File: src/rtl/blkfrm_pkg.sv
package blkfrm_pkg;

    localparam int unsigned BYTE_W = 8;
    localparam int unsigned CRC_W  = 16;
    localparam logic [CRC_W-1:0] CRC_POLY = 16'h8005;

    localparam logic [BYTE_W-1:0] FLAG_CMD   = 8'h66;
    localparam logic [BYTE_W-1:0] FLAG_XMIT  = 8'h99;
    localparam logic [BYTE_W-1:0] FLAG_SLEEP = 8'hCC;
    localparam logic [BYTE_W-1:0] RSP_WAKE   = 8'h11;
    localparam logic [BYTE_W-1:0] RSP_FAIL   = 8'hFF;

    typedef enum logic [0:0] {FR_FLAG, FR_BLOCK} fr_state_e;
    typedef enum logic [1:0] {FLG_NONE, FLG_CMD, FLG_XMIT, FLG_SLEEP} flag_kind_e;

    typedef struct packed {
        logic              valid;
        logic [BYTE_W-1:0] data;
    } byte_s;

    function automatic flag_kind_e classify_flag(input logic [BYTE_W-1:0] b);
        flag_kind_e k;
        case (b)
            FLAG_CMD:   k = FLG_CMD;
            FLAG_XMIT:  k = FLG_XMIT;
            FLAG_SLEEP: k = FLG_SLEEP;
            default:    k = FLG_NONE;
        endcase
        return k;
    endfunction

    // One bus-order bit into the checksum register.
    function automatic logic [CRC_W-1:0] crc_step(input logic [CRC_W-1:0] c, input logic b);
        logic fb;
        fb = b ^ c[CRC_W-1];
        return {c[CRC_W-2:0], 1'b0} ^ (fb ? CRC_POLY : '0);
    endfunction

    // A whole byte, bit 0 first, matching the wire order.
    function automatic logic [CRC_W-1:0] crc_byte(input logic [CRC_W-1:0] c, input logic [BYTE_W-1:0] d);
        logic [CRC_W-1:0] r;
        r = c;
        for (int i = 0; i < int'(BYTE_W); i++) r = crc_step(r, d[i]);
        return r;
    endfunction

endpackage

File: src/rtl/bfr_bit_assembler.sv
module bfr_bit_assembler
    import blkfrm_pkg::*;
(
    input  logic  clk,
    input  logic  rst,
    input  logic  align_clr,
    input  logic  bit_valid,
    input  logic  bit_in,
    output byte_s byte_o
);
    localparam int unsigned CNT_W = $clog2(BYTE_W);

    logic [BYTE_W-1:0] sreg_q;
    logic [CNT_W-1:0]  cnt_q;
    logic [BYTE_W-1:0] shifted;

    assign shifted = {bit_in, sreg_q[BYTE_W-1:1]};

    always_ff @(posedge clk) begin
        if (rst || align_clr) begin
            sreg_q       <= '0;
            cnt_q        <= '0;
            byte_o.valid <= 1'b0;
            byte_o.data  <= '0;
        end else begin
            byte_o.valid <= 1'b0;
            if (bit_valid) begin
                sreg_q <= shifted;
                cnt_q  <= cnt_q + 1'b1;
                if (cnt_q == CNT_W'(BYTE_W - 1)) begin
                    byte_o.valid <= 1'b1;
                    byte_o.data  <= shifted;
                end
            end
        end
    end
endmodule

File: src/rtl/bfr_crc16_serial.sv
module bfr_crc16_serial
    import blkfrm_pkg::*;
(
    input  logic             clk,
    input  logic             rst,
    input  logic             clr,
    input  logic             bit_en,
    input  logic             bit_in,
    output logic [CRC_W-1:0] crc_o
);
    always_ff @(posedge clk) begin
        if (rst || clr)   crc_o <= '0;
        else if (bit_en)  crc_o <= crc_step(crc_o, bit_in);
    end
endmodule

File: src/rtl/bfr_rx_framer.sv
module bfr_rx_framer
    import blkfrm_pkg::*;
#(
    parameter int unsigned MIN_BLOCK = 4,
    parameter int unsigned MAX_BLOCK = 39
) (
    input  logic              clk,
    input  logic              rst,
    input  byte_s             rx_byte,
    input  logic [CRC_W-1:0]  crc_calc,
    output logic              crc_clr,
    output logic              crc_feed,
    output logic              pkt_valid,
    output logic [BYTE_W-1:0] pkt_data,
    output logic              pkt_first,
    output logic              blk_done,
    output logic              blk_ok,
    output logic              err_set,
    output logic              tx_start,
    output logic              sleep_req
);
    localparam logic [BYTE_W-1:0] CNT_MIN = BYTE_W'(MIN_BLOCK);
    localparam logic [BYTE_W-1:0] CNT_MAX = BYTE_W'(MAX_BLOCK);

    fr_state_e         st_q;
    logic [BYTE_W-1:0] idx_q, cnt_q, crc_lo_q;
    logic [BYTE_W-1:0] pkt_end;
    flag_kind_e        kind;
    logic              cnt_legal;

    assign kind      = classify_flag(rx_byte.data);
    assign pkt_end   = cnt_q - 8'd3;
    assign cnt_legal = (rx_byte.data >= CNT_MIN) && (rx_byte.data <= CNT_MAX);
    assign pkt_data  = rx_byte.data;

    // Checksum covers the count byte and the packet bytes only.
    assign crc_feed = (st_q == FR_BLOCK) && ((idx_q == '0) || (idx_q <= pkt_end));

    always_comb begin
        crc_clr   = 1'b0;
        pkt_valid = 1'b0;
        pkt_first = 1'b0;
        blk_done  = 1'b0;
        blk_ok    = 1'b0;
        err_set   = 1'b0;
        tx_start  = 1'b0;
        sleep_req = 1'b0;
        if (rx_byte.valid) begin
            if (st_q == FR_FLAG) begin
                case (kind)
                    FLG_CMD:   crc_clr   = 1'b1;
                    FLG_XMIT:  tx_start  = 1'b1;
                    FLG_SLEEP: sleep_req = 1'b1;
                    default:   ;
                endcase
            end else if (idx_q == '0) begin
                if (!cnt_legal) begin           // framing error
                    blk_done = 1'b1;
                    err_set  = 1'b1;
                end
            end else if (idx_q <= pkt_end) begin
                pkt_valid = 1'b1;
                pkt_first = (idx_q == 8'd1);
            end else if (idx_q == pkt_end + 8'd2) begin
                blk_done = 1'b1;
                blk_ok   = ({rx_byte.data, crc_lo_q} == crc_calc);
                err_set  = !blk_ok;
            end
        end
    end

    always_ff @(posedge clk) begin
        if (rst) begin
            st_q     <= FR_FLAG;
            idx_q    <= '0;
            cnt_q    <= '0;
            crc_lo_q <= '0;
        end else if (rx_byte.valid) begin
            if (st_q == FR_FLAG) begin
                if (kind == FLG_CMD) begin
                    st_q  <= FR_BLOCK;
                    idx_q <= '0;
                end
            end else begin
                idx_q <= idx_q + 8'd1;
                if (idx_q == '0) begin
                    cnt_q <= rx_byte.data;
                    if (!cnt_legal) st_q <= FR_FLAG;
                end else if (idx_q == pkt_end + 8'd1) begin
                    crc_lo_q <= rx_byte.data;
                end else if (idx_q == pkt_end + 8'd2) begin
                    st_q <= FR_FLAG;
                end
            end
        end
    end

    a_r6_done_returns_to_flag: assert property (@(posedge clk) disable iff (rst)
        blk_done |=> (st_q == FR_FLAG));
    a_r1_single_event: assert property (@(posedge clk) disable iff (rst)
        $onehot0({tx_start, sleep_req, blk_done, crc_clr, pkt_valid}));
endmodule

File: src/rtl/bfr_rsp_buffer.sv
module bfr_rsp_buffer
    import blkfrm_pkg::*;
#(
    parameter int MAX_PKT = 36,
    parameter int LEN_W   = 6
) (
    input  logic              clk,
    input  logic              rst,
    input  logic              sleep_set,
    input  logic              err_set,
    input  logic              eng_wr_en,
    input  logic [LEN_W-1:0]  eng_wr_idx,
    input  logic [BYTE_W-1:0] eng_wr_data,
    input  logic              eng_set_en,
    input  logic [LEN_W-1:0]  eng_set_len,
    input  logic [LEN_W-1:0]  rd_idx,
    output logic [BYTE_W-1:0] rd_data,
    output logic [LEN_W-1:0]  rsp_len
);
    logic [BYTE_W-1:0] mem [MAX_PKT];

    assign rd_data = (int'(rd_idx) < MAX_PKT) ? mem[rd_idx] : '0;

    // Priority: reset/sleep, then failure, then engine writes.
    always_ff @(posedge clk) begin
        if (rst || sleep_set) begin
            mem[0]  <= RSP_WAKE;
            rsp_len <= LEN_W'(1);
        end else if (err_set) begin
            mem[0]  <= RSP_FAIL;
            rsp_len <= LEN_W'(1);
        end else begin
            if (eng_wr_en && int'(eng_wr_idx) < MAX_PKT) mem[eng_wr_idx] <= eng_wr_data;
            if (eng_set_en) rsp_len <= eng_set_len;
        end
    end

    a_r5_fail_response: assert property (@(posedge clk) disable iff (rst)
        (err_set && !sleep_set) |=> (rsp_len == LEN_W'(1) && mem[0] == RSP_FAIL));
    a_r7_sleep_response: assert property (@(posedge clk) disable iff (rst)
        sleep_set |=> (rsp_len == LEN_W'(1) && mem[0] == RSP_WAKE));
endmodule

File: src/rtl/bfr_tx_stream.sv
module bfr_tx_stream
    import blkfrm_pkg::*;
#(
    parameter int MAX_BLOCK = 39,
    parameter int LEN_W     = 6
) (
    input  logic              clk,
    input  logic              rst,
    input  logic              start,
    input  logic [LEN_W-1:0]  rsp_len,
    output logic [LEN_W-1:0]  rd_idx,
    input  logic [BYTE_W-1:0] rd_data,
    output logic              tx_valid,
    output logic [BYTE_W-1:0] tx_data,
    input  logic              tx_ready
);
    logic              busy_q;
    logic [BYTE_W-1:0] pos_q;
    logic [CRC_W-1:0]  crc_q;
    logic [BYTE_W-1:0] len8;
    logic              fire;

    assign len8     = BYTE_W'(rsp_len);
    assign rd_idx   = LEN_W'(pos_q - 8'd1);
    assign tx_valid = busy_q;
    assign fire     = busy_q && tx_ready;

    always_comb begin
        if (pos_q == '0)                tx_data = len8 + 8'd3;
        else if (pos_q <= len8)         tx_data = rd_data;
        else if (pos_q == len8 + 8'd1)  tx_data = crc_q[7:0];
        else                            tx_data = crc_q[15:8];
    end

    always_ff @(posedge clk) begin
        if (rst) begin
            busy_q <= 1'b0;
            pos_q  <= '0;
            crc_q  <= '0;
        end else if (!busy_q) begin
            if (start) begin
                busy_q <= 1'b1;
                pos_q  <= '0;
                crc_q  <= '0;
            end
        end else if (fire) begin
            if (pos_q <= len8) crc_q <= crc_byte(crc_q, tx_data);
            if (pos_q == len8 + 8'd2) busy_q <= 1'b0;
            else                      pos_q  <= pos_q + 8'd1;
        end
    end

    a_r10_hold_when_stalled: assert property (@(posedge clk) disable iff (rst)
        (tx_valid && !tx_ready) |=> (tx_valid && $stable(tx_data)));
    a_r2_count_in_range: assert property (@(posedge clk) disable iff (rst)
        $rose(tx_valid) |-> (tx_data >= 8'd4 && tx_data <= BYTE_W'(MAX_BLOCK)));
endmodule

File: src/rtl/blk_framer.sv
module blk_framer
    import blkfrm_pkg::*;
#(
    parameter int MIN_BLOCK = 4,
    parameter int MAX_BLOCK = 39,
    localparam int MAX_PKT  = MAX_BLOCK - 3,
    localparam int LEN_W    = $clog2(MAX_PKT + 1)
) (
    input  logic              clk,
    input  logic              rst,
    input  logic              rx_bit_valid,
    input  logic              rx_bit,
    output logic              pkt_valid,
    output logic [BYTE_W-1:0] pkt_data,
    output logic              pkt_first,
    output logic              blk_done,
    output logic              blk_ok,
    output logic              sleep_req,
    input  logic              rsp_wr_en,
    input  logic [LEN_W-1:0]  rsp_wr_idx,
    input  logic [BYTE_W-1:0] rsp_wr_data,
    input  logic              rsp_set_en,
    input  logic [LEN_W-1:0]  rsp_set_len,
    output logic              tx_valid,
    output logic [BYTE_W-1:0] tx_data,
    input  logic              tx_ready
);
    byte_s             rx_byte;
    logic [CRC_W-1:0]  crc_calc;
    logic              crc_clr, crc_feed, err_set, tx_start;
    logic [LEN_W-1:0]  rd_idx, rsp_len;
    logic [BYTE_W-1:0] rd_data;

    bfr_bit_assembler u_asm (
        .clk(clk), .rst(rst), .align_clr(sleep_req),
        .bit_valid(rx_bit_valid), .bit_in(rx_bit), .byte_o(rx_byte)
    );

    bfr_crc16_serial u_crc (
        .clk(clk), .rst(rst), .clr(crc_clr),
        .bit_en(rx_bit_valid && crc_feed), .bit_in(rx_bit), .crc_o(crc_calc)
    );

    bfr_rx_framer #(.MIN_BLOCK(MIN_BLOCK), .MAX_BLOCK(MAX_BLOCK)) u_rx (
        .clk(clk), .rst(rst), .rx_byte(rx_byte), .crc_calc(crc_calc),
        .crc_clr(crc_clr), .crc_feed(crc_feed),
        .pkt_valid(pkt_valid), .pkt_data(pkt_data), .pkt_first(pkt_first),
        .blk_done(blk_done), .blk_ok(blk_ok), .err_set(err_set),
        .tx_start(tx_start), .sleep_req(sleep_req)
    );

    bfr_rsp_buffer #(.MAX_PKT(MAX_PKT), .LEN_W(LEN_W)) u_buf (
        .clk(clk), .rst(rst), .sleep_set(sleep_req), .err_set(err_set),
        .eng_wr_en(rsp_wr_en), .eng_wr_idx(rsp_wr_idx), .eng_wr_data(rsp_wr_data),
        .eng_set_en(rsp_set_en), .eng_set_len(rsp_set_len),
        .rd_idx(rd_idx), .rd_data(rd_data), .rsp_len(rsp_len)
    );

    // The streamer reads the length live, so a commit landing on the
    // flag's decode edge is already visible to the first byte.
    bfr_tx_stream #(.MAX_BLOCK(MAX_BLOCK), .LEN_W(LEN_W)) u_tx (
        .clk(clk), .rst(rst), .start(tx_start), .rsp_len(rsp_len),
        .rd_idx(rd_idx), .rd_data(rd_data),
        .tx_valid(tx_valid), .tx_data(tx_data), .tx_ready(tx_ready)
    );
endmodule

File: config.mk
export PLATFORM = sky130hd
export DESIGN_NAME = blk_framer
export DESIGN_NICKNAME = d
export VERILOG_FILES = /design/src/rtl/blkfrm_pkg.sv /design/src/rtl/bfr_bit_assembler.sv /design/src/rtl/bfr_crc16_serial.sv /design/src/rtl/bfr_rx_framer.sv /design/src/rtl/bfr_rsp_buffer.sv /design/src/rtl/bfr_tx_stream.sv /design/src/rtl/blk_framer.sv
export SDC_FILE = /design/constraint.sdc
export NUM_CORES = 1
export LEC_CHECK = 0
export BUFFER_PORTS_ARGS = -buffer_cell sky130_fd_sc_hd__buf_2
export CAP_MARGIN = 20
export CORE_ASPECT_RATIO = 1.25
export CORE_MARGIN = 2
export CORE_UTILIZATION = 45
export CTS_BUF_LIST = sky130_fd_sc_hd__clkbuf_8
export DETAILED_ROUTE_END_ITERATION = 12
export GPL_TIMING_DRIVEN = 1
export PLACE_DENSITY = 0.66
export SYNTH_ARGS = -nofsm -noshare
export SYNTH_HDL_FRONTEND = slang
export SYNTH_HIERARCHICAL = 1
export SYNTH_SLANG_ARGS = --single-unit
File: constraint.sdc
create_clock -name clk -period 6 [get_ports clk]
set_input_delay 0.3 -clock clk [delete_from_list [all_inputs] [get_ports clk]]
set_output_delay 0.3 -clock clk [all_outputs]
set_load 0.005 [all_outputs]
==> results summary <==
STA puts the critical path data arrival time at 5.41 ns. The vertical extent of the die came out at 225.7 um. Timing would allow up to 192.9 MHz. The net count after synthesis came out at 1335.

The largest voltage drop on the vdd net came out at 0.0001886 V. Setup repair after global routing left no endpoint under its margin. In this run the worst setup path begins at u_rx/cnt_q[3]. The count of warnings emitted by yosys came out at 6.

After detailed routing, the number of vias per cell comes to 5.724. The number of diodes is 0. The most frequent cell on the critical path is sky130_fd_sc_hd__nor2_1.

The post-detailed-routing wire length came out at 41.39 mm. The fraction of post-synthesis cell area in the top cell type by area is 48.89%. The critical path is of the register to register type.

The leading area contributor after synthesis is sky130_fd_sc_hd__edfxtp_1. The number of synthesized register bits is 379. The fraction of final layout cells with drive strength greater than 1 is 17.11%. In this run the critical register-to-register path is launched from u_rx/cnt_q[3]. In this run the most critical hold path is launched from rsp_set_en. The cell-internal power is 0.003978 W.

The final antenna-violating net count came out at 0. Of all flip-flops after synthesis, the portion carrying an async set or reset was 0%. Of the synthesized area, sequential elements account for 59.19%. The first-pass iteration count of the detailed router came out at 5. STA puts the critical path data required time at 6.23 ns. The buffer depth of the longest clock path is 3. The count of hold-fix buffers inserted at cts is 7. The combinational group share of total power is 3.5%. The initial antenna violation count was 0. For this design the static power due to leakage is 6.951 nW. The number of nets in the final layout came out at 1403. The post-synthesis cell type count is 94.

For the pin with the worst max-slew slack, the measured transition is 1.052 ns. The die covers 40920 um2. TritonCTS built the clock tree. The proportion of total power due to net switching is 21.70%.

The number of failing setup endpoints in the final timing report is 0. The count of placed standard cells including taps is 1777. The core area is 38920 um2. Measured in cells, the most critical reg-to-reg path has a length of 13. The horizontal die dimension came out at 181.3 um. The first global-routing pass estimated 63.63 mm of wire. The post-detailed-route DRC marker count is 0. The maximum number of pins on one net before global-route repair is 55. The clock-pin slew on the worst setup and hold paths came out at 0.06 ns. The total number of H-tree levels came out at 2. The standard cell with the maximum stage delay on the critical path is sky130_fd_sc_hd__nor2_1.

The number of flops mapped to enable cells by yosys is 288. For this run, the slowest stage of the critical path takes 0.83 ns. The worst clock skew on the final layout is 0.01906 ns. The area overhead of the layout relative to synthesis came out at 10.33%. The number of clock buffers inserted by TritonCTS came out at 59. The count of instances resized after the clock tree is built came out at 0.

The via count of the first global-routing pass came out at 10831. Synthesis produced a netlist whose cell count is 1279. The remaining max-slew budget at the tightest pin came out at 29.80%. The largest driver fanout on the critical path is 12. The most used flip-flop cell after synthesis is sky130_fd_sc_hd__edfxtp_1. For this run, the total global-route usage over all layers was measured as 20.35%. The final hold slack is 0.05086 ns. The effective utilization at floorplan came out at 45.45%. Of the available clock period, the critical path in the final layout requires 86.38%.

The flow ran to the end, and the final reports show no timing, DRC or antenna violations. The critical path goes through or4_1 > or3_1 > and2_1 > ha_1 > a21o_1 > a21oi_1 > a22o_1 > or4b_4 > o21ai_2 > or4b_1 > nor2_1 > nand3b_1 > nor2_1. The tool flagged a number of max-cap violations equal to 0. The sum of net half-perimeters after detailed placement is 28.10 mm.

The worst hold path belongs to the class primary input to register. The via count is 10812. The number of buffers added on ports came out at 48.

The final estimated routing congestion in global placement came out at 0.8373. The TritonCTS sink count came out at 379. Sorting the synthesized cells by area gives the leading types as sky130_fd_sc_hd__edfxtp_1 (49%), sky130_fd_sc_hd__dfxtp_1 (10%), sky130_fd_sc_hd__mux2i_1 (6.1%), sky130_fd_sc_hd__mux4_2 (5.1%), sky130_fd_sc_hd__nor2_1 (2.7%). The post-route setup TNS came out at 0 ns. Averaged over all synthesized cells, the footprint is 13.83 um2. After clock tree synthesis, the setup repair step added 0 buffers. Summed over all nets, the switching power comes to 0.001102 W.

The count of boundary I/O pins is 49. The wire length per cell is 21.91 um. For this design the ratio of total power to cell area is 260.3 nW/um2. Along the worst hold path, the cell count comes to 3.

The final-report hold violation count is 0. The number of DRC violations after detailed-routing iteration 0 came out at 898. Row generation in the floorplan step produced 81 rows. Summing every instance area after synthesis gives 17690 um2. The number of cells in the finished layout apart from fillers came out at 1889. The aggregate global routing overflow is 0. The final max-slew violation count was 0. The kind of end point of the critical path is a register. The clock network fraction of total power is 40.8%. STA classifies the critical path startpoint as a register. Clock latency on the worst-skew pair, taken at its later pin, is 0.61 ns. CTS placed an instance of sky130_fd_sc_hd__clkbuf_8 at the clock tree root. The routed design could run at a clock period as short as 5.183 ns. The part of the total power dissipated in sequential elements is 55.8%.
registers in the layout, indices dropped and copies added (netlist names), 7 cells and up:
| name | count |
|---|---|
| u_asm/byte_o | 9 |
| u_rx/idx_q | 8 |
| u_buf/mem | 288 |
| u_tx/crc_q | 16 |
| u_rx/cnt_q | 8 |
| u_asm/sreg_q | 7 |
| u_rx/crc_lo_q | 8 |
| u_crc/crc_o | 16 |
| u_tx/pos_q | 8 |
layout make-up:
class	instances	area (um2)
clock inverter	46	304.0
tap	498	623.1
fill	3355	19400
sequential	379	10470
timing repair buffer	83	558.0
clock buffer	59	812.0
multi-input combinational	801	6664
inverter	23	86.33
Yosys cell counts (13+ instances only):
master,number
sky130_fd_sc_hd__inv_1,22
sky130_fd_sc_hd__dfxtp_1,91
sky130_fd_sc_hd__mux4_2,40
sky130_fd_sc_hd__a22oi_1,22
sky130_fd_sc_hd__buf_2,23
sky130_fd_sc_hd__clkbuf_1,22
sky130_fd_sc_hd__xor2_1,25
sky130_fd_sc_hd__nand2_1,37
sky130_fd_sc_hd__a211oi_1,13
sky130_fd_sc_hd__ha_1,29
sky130_fd_sc_hd__nand3_1,47
sky130_fd_sc_hd__a21oi_1,43
sky130_fd_sc_hd__nor3_1,19
sky130_fd_sc_hd__edfxtp_1,288
sky130_fd_sc_hd__xnor2_1,53
sky130_fd_sc_hd__buf_4,16
sky130_fd_sc_hd__o21ai_0,19
sky130_fd_sc_hd__mux2i_1,107
sky130_fd_sc_hd__nor2_1,128
final timing paths:
path | end | slack [ns]
max reg2reg | u_buf/mem[10][6] | 0.82
min | u_buf/rsp_len[0] | 0.05
min reg2reg | u_asm/byte_o[0] | 0.47
max | u_buf/mem[10][6] | 0.82
cells in the final DEF, fill, tap and decap left out, types with 23 or more instances in the layout:
master / synthesis / routed
sky130_fd_sc_hd__nand3_1: 47 / 47
sky130_fd_sc_hd__buf_4: 16 / 25
sky130_fd_sc_hd__xnor2_1: 53 / 53
sky130_fd_sc_hd__a21oi_1: 43 / 43
sky130_fd_sc_hd__nand2_1: 37 / 37
sky130_fd_sc_hd__dfxtp_1: 91 / 91
sky130_fd_sc_hd__mux2i_1: 107 / 107
sky130_fd_sc_hd__edfxtp_1: 288 / 288
sky130_fd_sc_hd__mux4_2: 40 / 40
sky130_fd_sc_hd__clkbuf_8: 0 / 59
sky130_fd_sc_hd__nor2_1: 128 / 128
sky130_fd_sc_hd__ha_1: 29 / 29
sky130_fd_sc_hd__xor2_1: 25 / 23
sky130_fd_sc_hd__inv_1: 22 / 35
sky130_fd_sc_hd__buf_2: 23 / 48
power by group through the flow:
stage	combinational, W	clock, W	sequential, W
floorplan	0.000120	0	0.00288
global placement	0.000170	0	0.00289
detailed placement	0.000173	0	0.00289
CTS	0.000177	0.00213	0.00283
global route	0.000191	0.00223	0.00283
finish	0.000176	0.00207	0.00283
worst max-delay path: cells and delay by family, from the launching register on:
| family | cells | cell delay, ns |
|---|---|---|
| DFF | 1 | 0.45 |
| and+or+nand+nor | 8 | 3.36 |
| adders and majority gates | 1 | 0.29 |
| AOI/OAI and AO/OA | 4 | 0.70 |
routing by layer:
layer	vias to the layer above	global-route usage (%)	part of all wire (%)
li1	5027	-	-
met1	5367	24.74	39
met3	69	3.161	5.4
met5	-	0	0
met4	0	7.422	2.9
met2	349	36.63	53
cells by family after synthesis:
logic type,after synthesis,share of synthesized area [%]
flops,379,59.19
simple gates,343,10.13
compound gates,184,7.865
mux,157,12.46
buf+inv,99,3.289
xor+xnor,88,5.015
fa+ha+maj,29,2.051
per-stage QoR:
step | setup slack, ns | utilization, % | total power (W) | instance area, um2
detailed placement | 0.8941 | 47.10 | 0.003061 | 18330
floorplan | 1.639 | - | 0.003002 | 17690
CTS | 0.8596 | 50.15 | 0.005138 | 19520
finish | 0.8171 | 50.15 | 0.005080 | 19520
global placement | 1.022 | 47.10 | 0.003057 | 18330
global route | 0.5775 | 50.15 | 0.005258 | 19520
No activity file was read; power rests on OpenSTA's default activity.
